**config.mk**
```make
export PLATFORM = sky130hd
export DESIGN_NAME = pcf_flusher
export DESIGN_NICKNAME = d
export VERILOG_FILES = /design/src/rtl/pcf_pkg.sv /design/src/rtl/pcf_plane_pack.sv /design/src/rtl/pcf_rmw_merge.sv /design/src/rtl/pcf_pixel_gather.sv /design/src/rtl/pcf_flusher.sv
export SDC_FILE = /design/constraint.sdc
export NUM_CORES = 1
export LEC_CHECK = 0
export BUFFER_PORTS_ARGS = -buffer_cell sky130_fd_sc_hd__buf_2
export CAP_MARGIN = 5
export CORE_MARGIN = 4
export CORE_UTILIZATION = 55
export DETAILED_ROUTE_END_ITERATION = 7
export GPL_ROUTABILITY_DRIVEN = 0
export GPL_TIMING_DRIVEN = 0
export PLACE_DENSITY = 0.95
export SYNTH_ARGS = -nofsm -noshare
export SYNTH_HDL_FRONTEND = slang
export SYNTH_SLANG_ARGS = --single-unit
```
**constraint.sdc**
```tcl
create_clock -name clk -period 2.8 [get_ports clk]
set_input_delay 0.28 -clock clk [delete_from_list [all_inputs] [get_ports clk]]
set_output_delay 0.28 -clock clk [all_outputs]
set_load 0.1 [all_outputs]
```
**src/rtl/pcf_pkg.sv**
```systemverilog
package pcf_pkg;

  localparam int PLANES_MAX = 8;
  localparam int PLW        = 3;

  typedef enum logic [2:0] {
    ST_IDLE,
    ST_FRD,
    ST_FWR,
    ST_FDONE,
    ST_RRD,
    ST_RCAP,
    ST_ROUT
  } pcf_state_e;

  // Plane count for a depth code: 0 -> 2, 1 -> 4, otherwise 8
  function automatic logic [PLW:0] planes_for(input logic [1:0] code);
    case (code)
      2'd0:    return 4'd2;
      2'd1:    return 4'd4;
      default: return 4'd8;
    endcase
  endfunction

  // Planes come in pairs; each pair is 16 bytes past the previous one
  function automatic logic [5:0] plane_offset(input logic [PLW-1:0] n);
    return {n[2:1], 3'b000, n[0]};
  endfunction

endpackage

```
**src/rtl/pcf_plane_pack.sv**
```systemverilog
module pcf_plane_pack #(
  parameter int NPIX = 8,
  parameter int NPL  = 8
) (
  input  logic [NPIX*NPL-1:0]     pix,
  input  logic [$clog2(NPL)-1:0]  plane,
  output logic [NPIX-1:0]         byte_o
);
  // Leftmost pixel goes to the most significant bit of the plane byte
  for (genvar i = 0; i < NPIX; i++) begin : g_px
    logic [NPL-1:0] colour;
    assign colour             = pix[i*NPL +: NPL];
    assign byte_o[NPIX-1-i]   = colour[plane];
  end
endmodule

```
**src/rtl/pcf_rmw_merge.sv**
```systemverilog
module pcf_rmw_merge #(
  parameter int DW = 8
) (
  input  logic [DW-1:0] fresh,
  input  logic [DW-1:0] stored,
  input  logic [DW-1:0] take,
  output logic [DW-1:0] merged
);
  // With take all ones the stored byte has no influence
  assign merged = (fresh & take) | (stored & ~take);
endmodule

```
**src/rtl/pcf_pixel_gather.sv**
```systemverilog
module pcf_pixel_gather #(
  parameter int NPIX = 8,
  parameter int NPL  = 8
) (
  input  logic                     clk,
  input  logic                     rst_n,
  input  logic                     clear,
  input  logic                     capture,
  input  logic [$clog2(NPL)-1:0]   plane,
  input  logic [$clog2(NPIX)-1:0]  x,
  input  logic [NPIX-1:0]          rdata,
  output logic [NPL-1:0]           colour
);
  localparam int XW = $clog2(NPIX);

  logic [XW-1:0] bit_sel;
  assign bit_sel = XW'(NPIX - 1) - x;

  always_ff @(posedge clk or negedge rst_n) begin
    if (!rst_n)       colour <= '0;
    else if (clear)   colour <= '0;
    else if (capture) colour[plane] <= rdata[bit_sel];
  end
endmodule

```
**src/rtl/pcf_flusher.sv**
```systemverilog
module pcf_flusher
  import pcf_pkg::*;
#(
  parameter int AW   = 16,
  parameter int CW   = 8,
  parameter int NPIX = 8
) (
  input  logic                          clk,
  input  logic                          rst_n,
  input  logic                          flush_valid,
  output logic                          flush_ready,
  input  logic [AW-1:0]                 flush_base,
  input  logic [1:0]                    flush_depth,
  input  logic [NPIX*PLANES_MAX-1:0]    flush_pix,
  input  logic [NPIX-1:0]               flush_pend,
  output logic                          flush_done,
  output logic [NPIX-1:0]               held_pend,
  input  logic                          rd_valid,
  output logic                          rd_ready,
  input  logic [AW-1:0]                 rd_base,
  input  logic [1:0]                    rd_depth,
  input  logic [$clog2(NPIX)-1:0]       rd_x,
  output logic                          pix_valid,
  input  logic                          pix_ready,
  output logic [PLANES_MAX-1:0]         pix_data,
  output logic                          mem_req,
  output logic                          mem_we,
  output logic [AW-1:0]                 mem_addr,
  output logic [NPIX-1:0]               mem_wdata,
  input  logic [NPIX-1:0]               mem_rdata,
  input  logic [CW-1:0]                 access_cost,
  output logic [CW-1:0]                 clk_add
);
  localparam int XW = $clog2(NPIX);

  pcf_state_e                   st;
  logic [PLW-1:0]               plane_q;
  logic [PLW:0]                 nplanes_q;
  logic [AW-1:0]                base_q;
  logic [NPIX*PLANES_MAX-1:0]   pix_q;
  logic [NPIX-1:0]              pend_q;
  logic [XW-1:0]                x_q;
  logic                         full_q;

  logic                         accept_fl;
  logic                         accept_rd;
  logic                         last_plane;
  logic [NPIX-1:0]              packed_b;

  assign flush_ready = (st == ST_IDLE);
  assign rd_ready    = (st == ST_IDLE) && !flush_valid;
  assign accept_fl   = flush_valid && flush_ready;
  assign accept_rd   = rd_valid && rd_ready;
  assign last_plane  = ({1'b0, plane_q} == (nplanes_q - 4'd1));

  assign mem_req     = (st == ST_FRD) || (st == ST_FWR) || (st == ST_RRD);
  assign mem_we      = (st == ST_FWR);
  assign mem_addr    = base_q + AW'(plane_offset(plane_q));
  assign clk_add     = mem_req ? access_cost : '0;
  assign flush_done  = (st == ST_FDONE);
  assign pix_valid   = (st == ST_ROUT);
  assign held_pend   = pend_q;

  pcf_plane_pack #(.NPIX(NPIX), .NPL(PLANES_MAX)) u_pack (
    .pix    (pix_q),
    .plane  (plane_q),
    .byte_o (packed_b)
  );

  pcf_rmw_merge #(.DW(NPIX)) u_merge (
    .fresh  (packed_b),
    .stored (mem_rdata),
    .take   (pend_q),
    .merged (mem_wdata)
  );

  pcf_pixel_gather #(.NPIX(NPIX), .NPL(PLANES_MAX)) u_gather (
    .clk     (clk),
    .rst_n   (rst_n),
    .clear   (accept_rd),
    .capture (st == ST_RCAP),
    .plane   (plane_q),
    .x       (x_q),
    .rdata   (mem_rdata),
    .colour  (pix_data)
  );

  always_ff @(posedge clk or negedge rst_n) begin
    if (!rst_n) begin
      st        <= ST_IDLE;
      plane_q   <= '0;
      nplanes_q <= '0;
      base_q    <= '0;
      pix_q     <= '0;
      pend_q    <= '0;
      x_q       <= '0;
      full_q    <= 1'b0;
    end else begin
      case (st)
        ST_IDLE: begin
          if (accept_fl) begin
            base_q    <= flush_base;
            pix_q     <= flush_pix;
            pend_q    <= flush_pend;
            full_q    <= (flush_pend == '1);
            nplanes_q <= planes_for(flush_depth);
            plane_q   <= '0;
            st        <= (flush_pend == '1) ? ST_FWR : ST_FRD;
          end else if (accept_rd) begin
            base_q    <= rd_base;
            x_q       <= rd_x;
            nplanes_q <= planes_for(rd_depth);
            plane_q   <= '0;
            st        <= ST_RRD;
          end
        end
        ST_FRD: st <= ST_FWR;
        ST_FWR: begin
          if (last_plane) begin
            pend_q <= '0;
            st     <= ST_FDONE;
          end else begin
            plane_q <= plane_q + 3'd1;
            st      <= full_q ? ST_FWR : ST_FRD;
          end
        end
        ST_FDONE: st <= ST_IDLE;
        ST_RRD:   st <= ST_RCAP;
        ST_RCAP: begin
          if (last_plane) begin
            st <= ST_ROUT;
          end else begin
            plane_q <= plane_q + 3'd1;
            st      <= ST_RRD;
          end
        end
        ST_ROUT: if (pix_ready) st <= ST_IDLE;
        default: st <= ST_IDLE;
      endcase
    end
  end

endmodule

```
==> results, run 1 <==
- The number of fill cells in the layout is 705.
- In this run the vertical extent of the chip is ~110 µm.
- The clock latency on the worst-skew pair is ~0.37 ns.
- The post-synthesis instance area is approximately 0.0055 mm².
- For this configuration, the core starts out at a cell density of 0.5669.
- The most frequently used cell type in the post-synthesis netlist is sky130_fd_sc_hd__nand2_1.
- The initial antenna violation count is 0.
- The standard cell with the maximum stage delay on the critical path is sky130_fd_sc_hd__dfrtp_1.
- The leading register cell type out of synthesis is sky130_fd_sc_hd__dfrtp_1.
- Entering global routing, the biggest net connects 67 pins.
- The setup slack of the critical path after layout is 0.03597 ns.
- The number of max-cap violations is 0.
- Each instance of the synthesized netlist takes up on average ~8.8 µm².
- The number of sinks driven by the clock tree is around 110.
- The top-area cell type share of the netlist area is 0.4922.
- In this run the worst path has a maximum fanout of 10.
- The sequential cells in the finished layout cover a total of between 0.002 and 0.003 mm².
- In this run the clock root is driven by a sky130_fd_sc_hd__clkbuf_8.
- In this run, CTS created clock tree buffers numbering 9.
- The kind of capture point of the worst setup path is an output port.
- The width of the die is 108.4 µm.
- The repair_antennas step left the layout with diodes totalling 0.
- The final cell area excluding filler cells is ~0.0071 mm².
- The area used by multi-input combinational logic is about 0.0028 mm².
- The arrival time of data at the critical path endpoint is approximately 2.5 ns.
- Summed over all nets, wire length on met3 after detailed routing comes to 2017 µm.
- The met2 routed wirelength is about 8700 µm.
- The die covers between 0.01 and 0.015 mm².
- The start-to-end type of the worst setup path is reg2out.
- The number of routed nets with antenna violations is 0.
- Synthesis produced a netlist with a net count of 771.
- In this run the number of H-tree levels came out at 3.
- Of the available clock period, the critical path in the final layout requires 0.9872.
- The total area inside the core boundary comes to 0.009774 mm².
- In this design, the stage delay of the slowest critical-path cell is around 0.51 ns.
- The Yosys step of the flow raised 0 warnings.
- The commonest cells after synthesis are 244 x sky130_fd_sc_hd__nand2_1, 109 x sky130_fd_sc_hd__dfrtp_1, 37 x sky130_fd_sc_hd__nor2_1, 27 x sky130_fd_sc_hd__buf_2, 22 x sky130_fd_sc_hd__a31oi_1.
- For this run the aggregate overflow at the end of global routing stands at 0.
- The post-synthesis async set-or-reset flop share is 1.000.
- Walking the worst path, the cells encountered are buf_2 -> nor3b_2 -> a22o_1 -> a221oi_1 -> a41oi_2 -> buf_4.
- The category of the worst setup path launch point is a register.
- The number of flops mapped to enable cells by yosys is 0.
- The cell count after synthesis came out at about 630.
- Dividing the detail-routed via count by the number of cells gives 5.816.
- The final-layout setup total negative slack is 0 ns.
- Of the cells placed in the final design, the portion with a size suffix greater than 1 is 0.3305.
- After detailed routing, the number of remaining DRC violations is 0.
- The number of global-route vias before repair is 5635.
- The top layer used by detailed routing is met4.
- The boundary pin count is 186.
- The count of buffers from port buffering is 185.
- In this run the core area contains 36 standard-cell rows.
- The required time of the critical path is ~2.5 ns.
- The number of hold violations in the final report is 0.
- Across every metal layer, demand over resource in global routing totals 0.3040.
- In the final routed layout, each cell accounts on average for 18.41 µm.
- The worst path needs between 2 and 3 ns of the cycle, external delays included.
- TritonCTS built the clock tree.
- The min-delay analysis places its worst path in the category in2reg.
- The first-iteration detailed-routing DRC count is about 440.
- The met1 layer wirelength in the final routing is 6413 µm.
- Setup violations remaining at the end of the flow were counted as 0.
- The relative slew slack is 0.5206.
- The flow ran to the end, and the final reports show no timing, DRC or antenna violations.
- In this run the register-to-register setup slack is 0.86 ns.
- The worst setup skew after layout is around 0.0096 ns.
- The finished layout holds 971 standard cells, fillers aside.
- The top cell type by total area after synthesis is sky130_fd_sc_hd__dfrtp_1.
- The cell area reported after detailed placement is 0.006799 mm².
- For the pin with the worst max-slew slack, the measured transition is about 0.72 ns.
- Detailed routing inserted a total of roughly 5600 vias.
- At the end of the flow, the number of nets in the layout was 971.
- Counting along the longest clock path gives a buffer depth of 2.
- The fraction of the yosys area taken by sequential cells is 0.4922.
- The final layout contains routed wiring with a total length of 17870 µm.
- The first TritonRoute pass finished after 5 iterations.
- In this run, distinct cell masters in the synthesized netlist total 52.
- The number of placed instances, taps included, is 952.
- Synthesis inferred 109 register bits.
- Yosys attributes the largest share of cell area to sky130_fd_sc_hd__dfrtp_1 49%, sky130_fd_sc_hd__nand2_1 17%, sky130_fd_sc_hd__nor2_1 2.5%.
- The global-route wire length before repair is between 20000 and 30000 µm.
- At the placement stage, the worst setup path has a slack of -0.06206 ns.
- The highest clock frequency the design can meet is between 0.3 and 0.4 GHz.
- The wire-length estimate of the detail-placed layout is 13380 µm.
- The number of max-slew violations in the final report is 0.
- The area growth from synthesis to layout is 28.67%.
- The clock-pin slew on the worst setup and hold paths is approximately 0.11 ns.
==> logic make-up after synthesis <==
family	Yosys count	share of synthesized area
AND/OR/NAND/NOR	340	0.2621
flip-flops	109	0.4922
AO/OA/AOI/OAI	99	0.1228
buffers and inverters	43	0.03793
multiplexers	19	0.04448
XOR/XNOR	17	0.02687
adder cells (fa/ha/maj)	6	0.01355
==> layout by cell type (no fill, tap or decap), drive strengths merged, types with 2 or more instances in the layout <==
cell type	netlist	final
clkbuf	8	25
buf	31	212
mux2i	10	10
inv	4	6
nor3	7	7
a22o	15	15
nand4	7	7
nand3	10	10
and2	8	8
ha	6	6
clkinv	0	3
dfrtp	109	109
nand2	244	244
nand3b	3	3
nor2	37	37
a31oi	22	22
nor3b	6	6
a21o	2	2
a221oi	6	6
nor2b	3	3
and3	6	6
and4	3	3
a22oi	5	5
xor2	5	5
xnor2	12	12
o21ai	20	20
mux2	5	5
o221a	3	3
mux4	4	4
a41oi	2	2
a21oi	14	14
==> through the flow <==
stage	utilization	hold slack (ns)
floorplan	-	-0.01559
global placement	0.6925	0.4569
detailed placement	0.6956	0.3082
CTS	0.7256	0.08110
global route	0.7295	0.08331
finish	0.7295	0.08265
==> timing repair <==
| item | 4_1_cts | 5_1_grt |
|---|---|---|
| pin swaps | 1 | 0 |
| hold buffers | 1 | 0 |
| hold endpoints to repair | 43 | 0 |
| endpoints found under the setup margin | 13 | 12 |
| buffers inserted | 2 | 0 |
| resized for setup | 19 | 12 |
==> critical path: cells and delay by family, from the launching register on <==
kind,cells,cell delay (ns)
flip-flops,1,0.51
buffers and inverters,2,0.67
AO/OA/AOI/OAI,3,0.48
AND/OR/NAND/NOR,1,0.45
==> cell type report <==
type | count | area share
repair buffers | 189 | 0.1432
inverters | 4 | 0.002106
flip-flops and latches | 109 | 0.3825
plain buffers | 39 | 0.02948
clock buffers | 10 | 0.01930
well taps | 133 | 0.02334
clock inverters | 6 | 0.009651
multi-input cells | 481 | 0.3904
==> final timing paths <==
kind / startpoint / to / cells past startpoint
max in group asynchronous: rst_n / base_q[14] / 3
min: flush_pix[38] / pix_q[38] / 3
max reg2reg: nplanes_q[1] / held_pend[1] / 6
max: plane_q[1] / mem_wdata[7] / 6
min in group asynchronous: rst_n / pix_q[54] / 2
min reg2reg: pix_q[17] / pix_q[17] / 2
==> registers in the layout, summed over array words and instances (netlist names) <==
name	flops
pix_q	64
held_pend	8
x_q	3
u_gather.colour	8
base_q	16
nplanes_q	3
st	3
plane_q	3
full_q	1
==> metal layers <==
layer / vias to the layer above / track usage
li1: 2547 / -
met1: 2645 / 0.3721
met2: 380 / 0.5151
met3: 75 / 0.06806
met4: 0 / 0.1380
met5: - / 0
Power of run 1 is left out: the tool's default activity adds up to more than one toggle a clock period on the data nets, which glitch-free logic cannot reach.
==> run 2, diff against run 1 <==
Settings changed: BUFFER_PORTS_ARGS -buffer_cell sky130_fd_sc_hd__buf_2 to -buffer_cell sky130_fd_sc_hd__clkbuf_2, CORE_UTILIZATION 55 to 51, PLACE_DENSITY 0.95 to default, PLACE_DENSITY_LB_ADDON from default to 0.25.
Clock period 2.8 ns to 2.9 ns, I/O delays scaled along.
==> results, run 2 (same netlist as run 1, synthesis figures left out) <==
- The flow ran to the end, but the final reports show violations.
- The biggest fanout along the worst timing path was 10 (unchanged).
- The area inside the core boundary was 0.01046 mm² (+7.0%).
- Setup repair after global routing left no endpoint under its margin.
- The first-pass iteration count of the detailed router is 5 (unchanged).
- The quantity of hold-fixing buffers added after cts came to 0 (-1).
- The number of global-route vias before repair is 5355 (-5.0%).
- The start-to-end type of the worst setup path is reg2out.
- The worst setup skew after layout was 0.01254 ns (+0.002967 ns).
- The worst setup slack after placement came to -0.07599 ns (-0.01393 ns).
- The final global-route overflow total is 0 (unchanged).
- The largest registers in the layout are pix_q x64, base_q x16.
- The total routing usage reported by global routing is 0.2665 (-0.03750).
- The boundary pin count is 186 (unchanged).
- The wire length per cell came to 17.40 µm (-5.5%).
- The kind of capture point of the worst setup path is an output port.
- The initial core utilization is 0.5297 (-0.03729).
- The slack of the worst reg-to-reg path is 0.89 ns (+0.03 ns).
- Leaving out fill and tap cells, the most frequent cells in the layout are 244 x sky130_fd_sc_hd__nand2_1, 169 x sky130_fd_sc_hd__clkbuf_2, 109 x sky130_fd_sc_hd__dfrtp_1, 35 x sky130_fd_sc_hd__nor2_1, 28 x sky130_fd_sc_hd__buf_2.
- The number of vias per cell is 5.609 (-3.6%).
- The arrival time of data at the critical path endpoint is 2.55 ns (+0.07 ns).
- The initial antenna violation count came to 0 (unchanged).
- The depth of the most critical reg-to-reg path was 6 (unchanged).
- The final reports fail on negative hold slack.
- The setup violation total in the final timing report is 0 (unchanged).
- Dividing the final minimum period by the clock period gives 0.9788.
- The number of max-cap violations is 0 (unchanged).
- The global-route track usage on met1 was 0.3557 (-0.01637).
- The H-tree depth reported by CTS is 3 (unchanged).
- Compared with the post-synthesis result, the final layout area differs by 27.59%.
- The number of routed nets with antenna violations is 0 (unchanged).
- The clock latency on the worst-skew pair was 0.37 ns (about the same).
- The register bank with the most flops is pix_q.
- The number of sinks driven by the clock tree is 109 (unchanged).
- The number of buffers created by CTS came to 9 (unchanged).
- The met2 track demand over resource is 0.4446 (-0.07052).
- The width of the die was 112.2 µm (+3.6%).
- The flip-flop count of the largest register, all copies and words added came to 64 (unchanged).
- The maximum number of pins on one net before global-route repair is 110 (+64%).
- The fraction of final layout cells with drive strength greater than 1 is 0.3293 (-0.001208).
- The final-layout setup total negative slack came to 0 ns (unchanged).
- The beginning of the worst register-to-register path is plane_q[2].
- The height of the die is 112.2 µm (+3.6%).
- The count of buffers from port buffering is 185 (unchanged).
- The final cell area excluding filler cells was 0.007071 mm² (-0.84%).
- The number of fill cells in the layout is 870 (+23%).
- The number of max-slew violations in the final report is 0 (unchanged).
- The minimum hold slack is -0.002164 ns (-0.08481 ns).
- The most common cell after layout, fill and taps aside is sky130_fd_sc_hd__nand2_1.
- The cell chosen for the clock root is sky130_fd_sc_hd__clkbuf_8.
- The number of remaining DRC errors is 0 (unchanged).
- The slew at the pin with the worst max-slew slack is 0.8822 ns (+0.1630 ns).
- The half-perimeter wire length after placement is 12570 µm (-6.1%).
- The final net count is 968 (-0.31%).
- The setup slack of the critical path after layout is 0.06147 ns (+0.02549 ns).
- The clock-pin slew on the worst setup and hold paths is 0.10 ns (about the same).
- The area enclosed by the die boundary is 0.01260 mm² (+7.3%).
- The min-delay analysis places its worst path in the category in2async.
- The highest clock frequency the design can meet is roughly 0.35 GHz.
- The global routing usage on met3 was 0.04097 (-0.02709).
- The number of vias in the routed layout was 5446 (-3.6%).
- The required time of the critical path is 2.61 ns (+0.09 ns).
- The layer with the highest usage is met2.
- The category of the worst setup path launch point is a register.
- The buffer depth of the longest clock path is 2 (unchanged).
- The clock period minus final worst setup slack is ~2.8 ns.
- The cell area reported after detailed placement was 0.006774 mm² (-0.37%).
- The final wirelength came to 16890 µm (-5.5%).
- The number of hold violations in the final report was 1 (+1).
- The first-iteration detailed-routing DRC count was 462 (+4.8%).
- The global-route wire length before repair is 26840 µm (-1.8%).
- The clock tree from TritonCTS is built.
- The endpoint identified for the worst register-to-register timing path is plane_q[2].
- The relative slew slack is 0.4119 (-0.1087).
- The number of placement rows is 37 (+2.8%).
- The diode insertion count for antenna repair is 0 (unchanged).
run 2: cell count changes in the layout (fill, tap and decap cells not counted), sizes merged:
cell	delta
buf	-177
clkinvlp	+2
clkbuf	+176
inv	-2
clkinv	-1
dlygate4sd3	-1
run 2: routing by layer:
metal  wire, µm  part of all wire
met5          0                 0
met4        368             0.022
met1       6861              0.41
met2       8312              0.49
met3       1349             0.080
run 2: worst max-delay path: stages (launching register included):
cell and delay, ns:
sky130_fd_sc_hd__dfrtp_1 0.42, sky130_fd_sc_hd__clkbuf_4 0.26, sky130_fd_sc_hd__buf_4 0.26, sky130_fd_sc_hd__nand2_1 0.17
sky130_fd_sc_hd__nor2_4 0.32, sky130_fd_sc_hd__nand2_1 0.11, sky130_fd_sc_hd__a31oi_2 0.18, sky130_fd_sc_hd__buf_2 0.44
run 2: repair_timing:
action / CTS / global route
endpoints found under the hold margin: 0 / 0
cloned: 0 / 0
resized for setup: 20 / 11
setup buffers: 1 / 0
pin swaps: 1 / 0
endpoints found under the setup margin: 16 / 13
run 2: through the flow:
stage / std cells / util
3_5_place_dp: 954 / 0.6475
4_1_cts: 971 / 0.6741
6_report: 971 / 0.6758
3_3_place_gp: 954 / 0.6466
2_1_floorplan: 633 / -
5_1_grt: 971 / 0.6758
run 2: worst max path at each step:
stage	startpoint	endpoint	slack [ns]	depth (start not counted)
final	plane_q[0]	mem_wdata[0]	0.06	7
after global routing	plane_q[1]	mem_addr[13]	0.004	7
after CTS	plane_q[0]	mem_wdata[4]	0.02	8
after detailed placement	plane_q[0]	mem_wdata[7]	-0.08	7
after global placement	plane_q[0]	mem_wdata[7]	-0.06	7
after floorplan	st[2]	clk_add[0]	0.02	5
run 2: layout make-up:
type,instances,area (µm²),share of cell area
Tap cell,136,170.2,0.02407
Timing Repair Buffer,186,974.7,0.1379
Inverter,4,15.01,0.002124
Clock inverter,5,58.81,0.008317
Multi-Input combinational cell,481,2771,0.3920
Sequential cell,109,2728,0.3858
Buffer,39,201.4,0.02849
Clock buffer,11,151.4,0.02141
Power of run 2 is left out for the same reason.
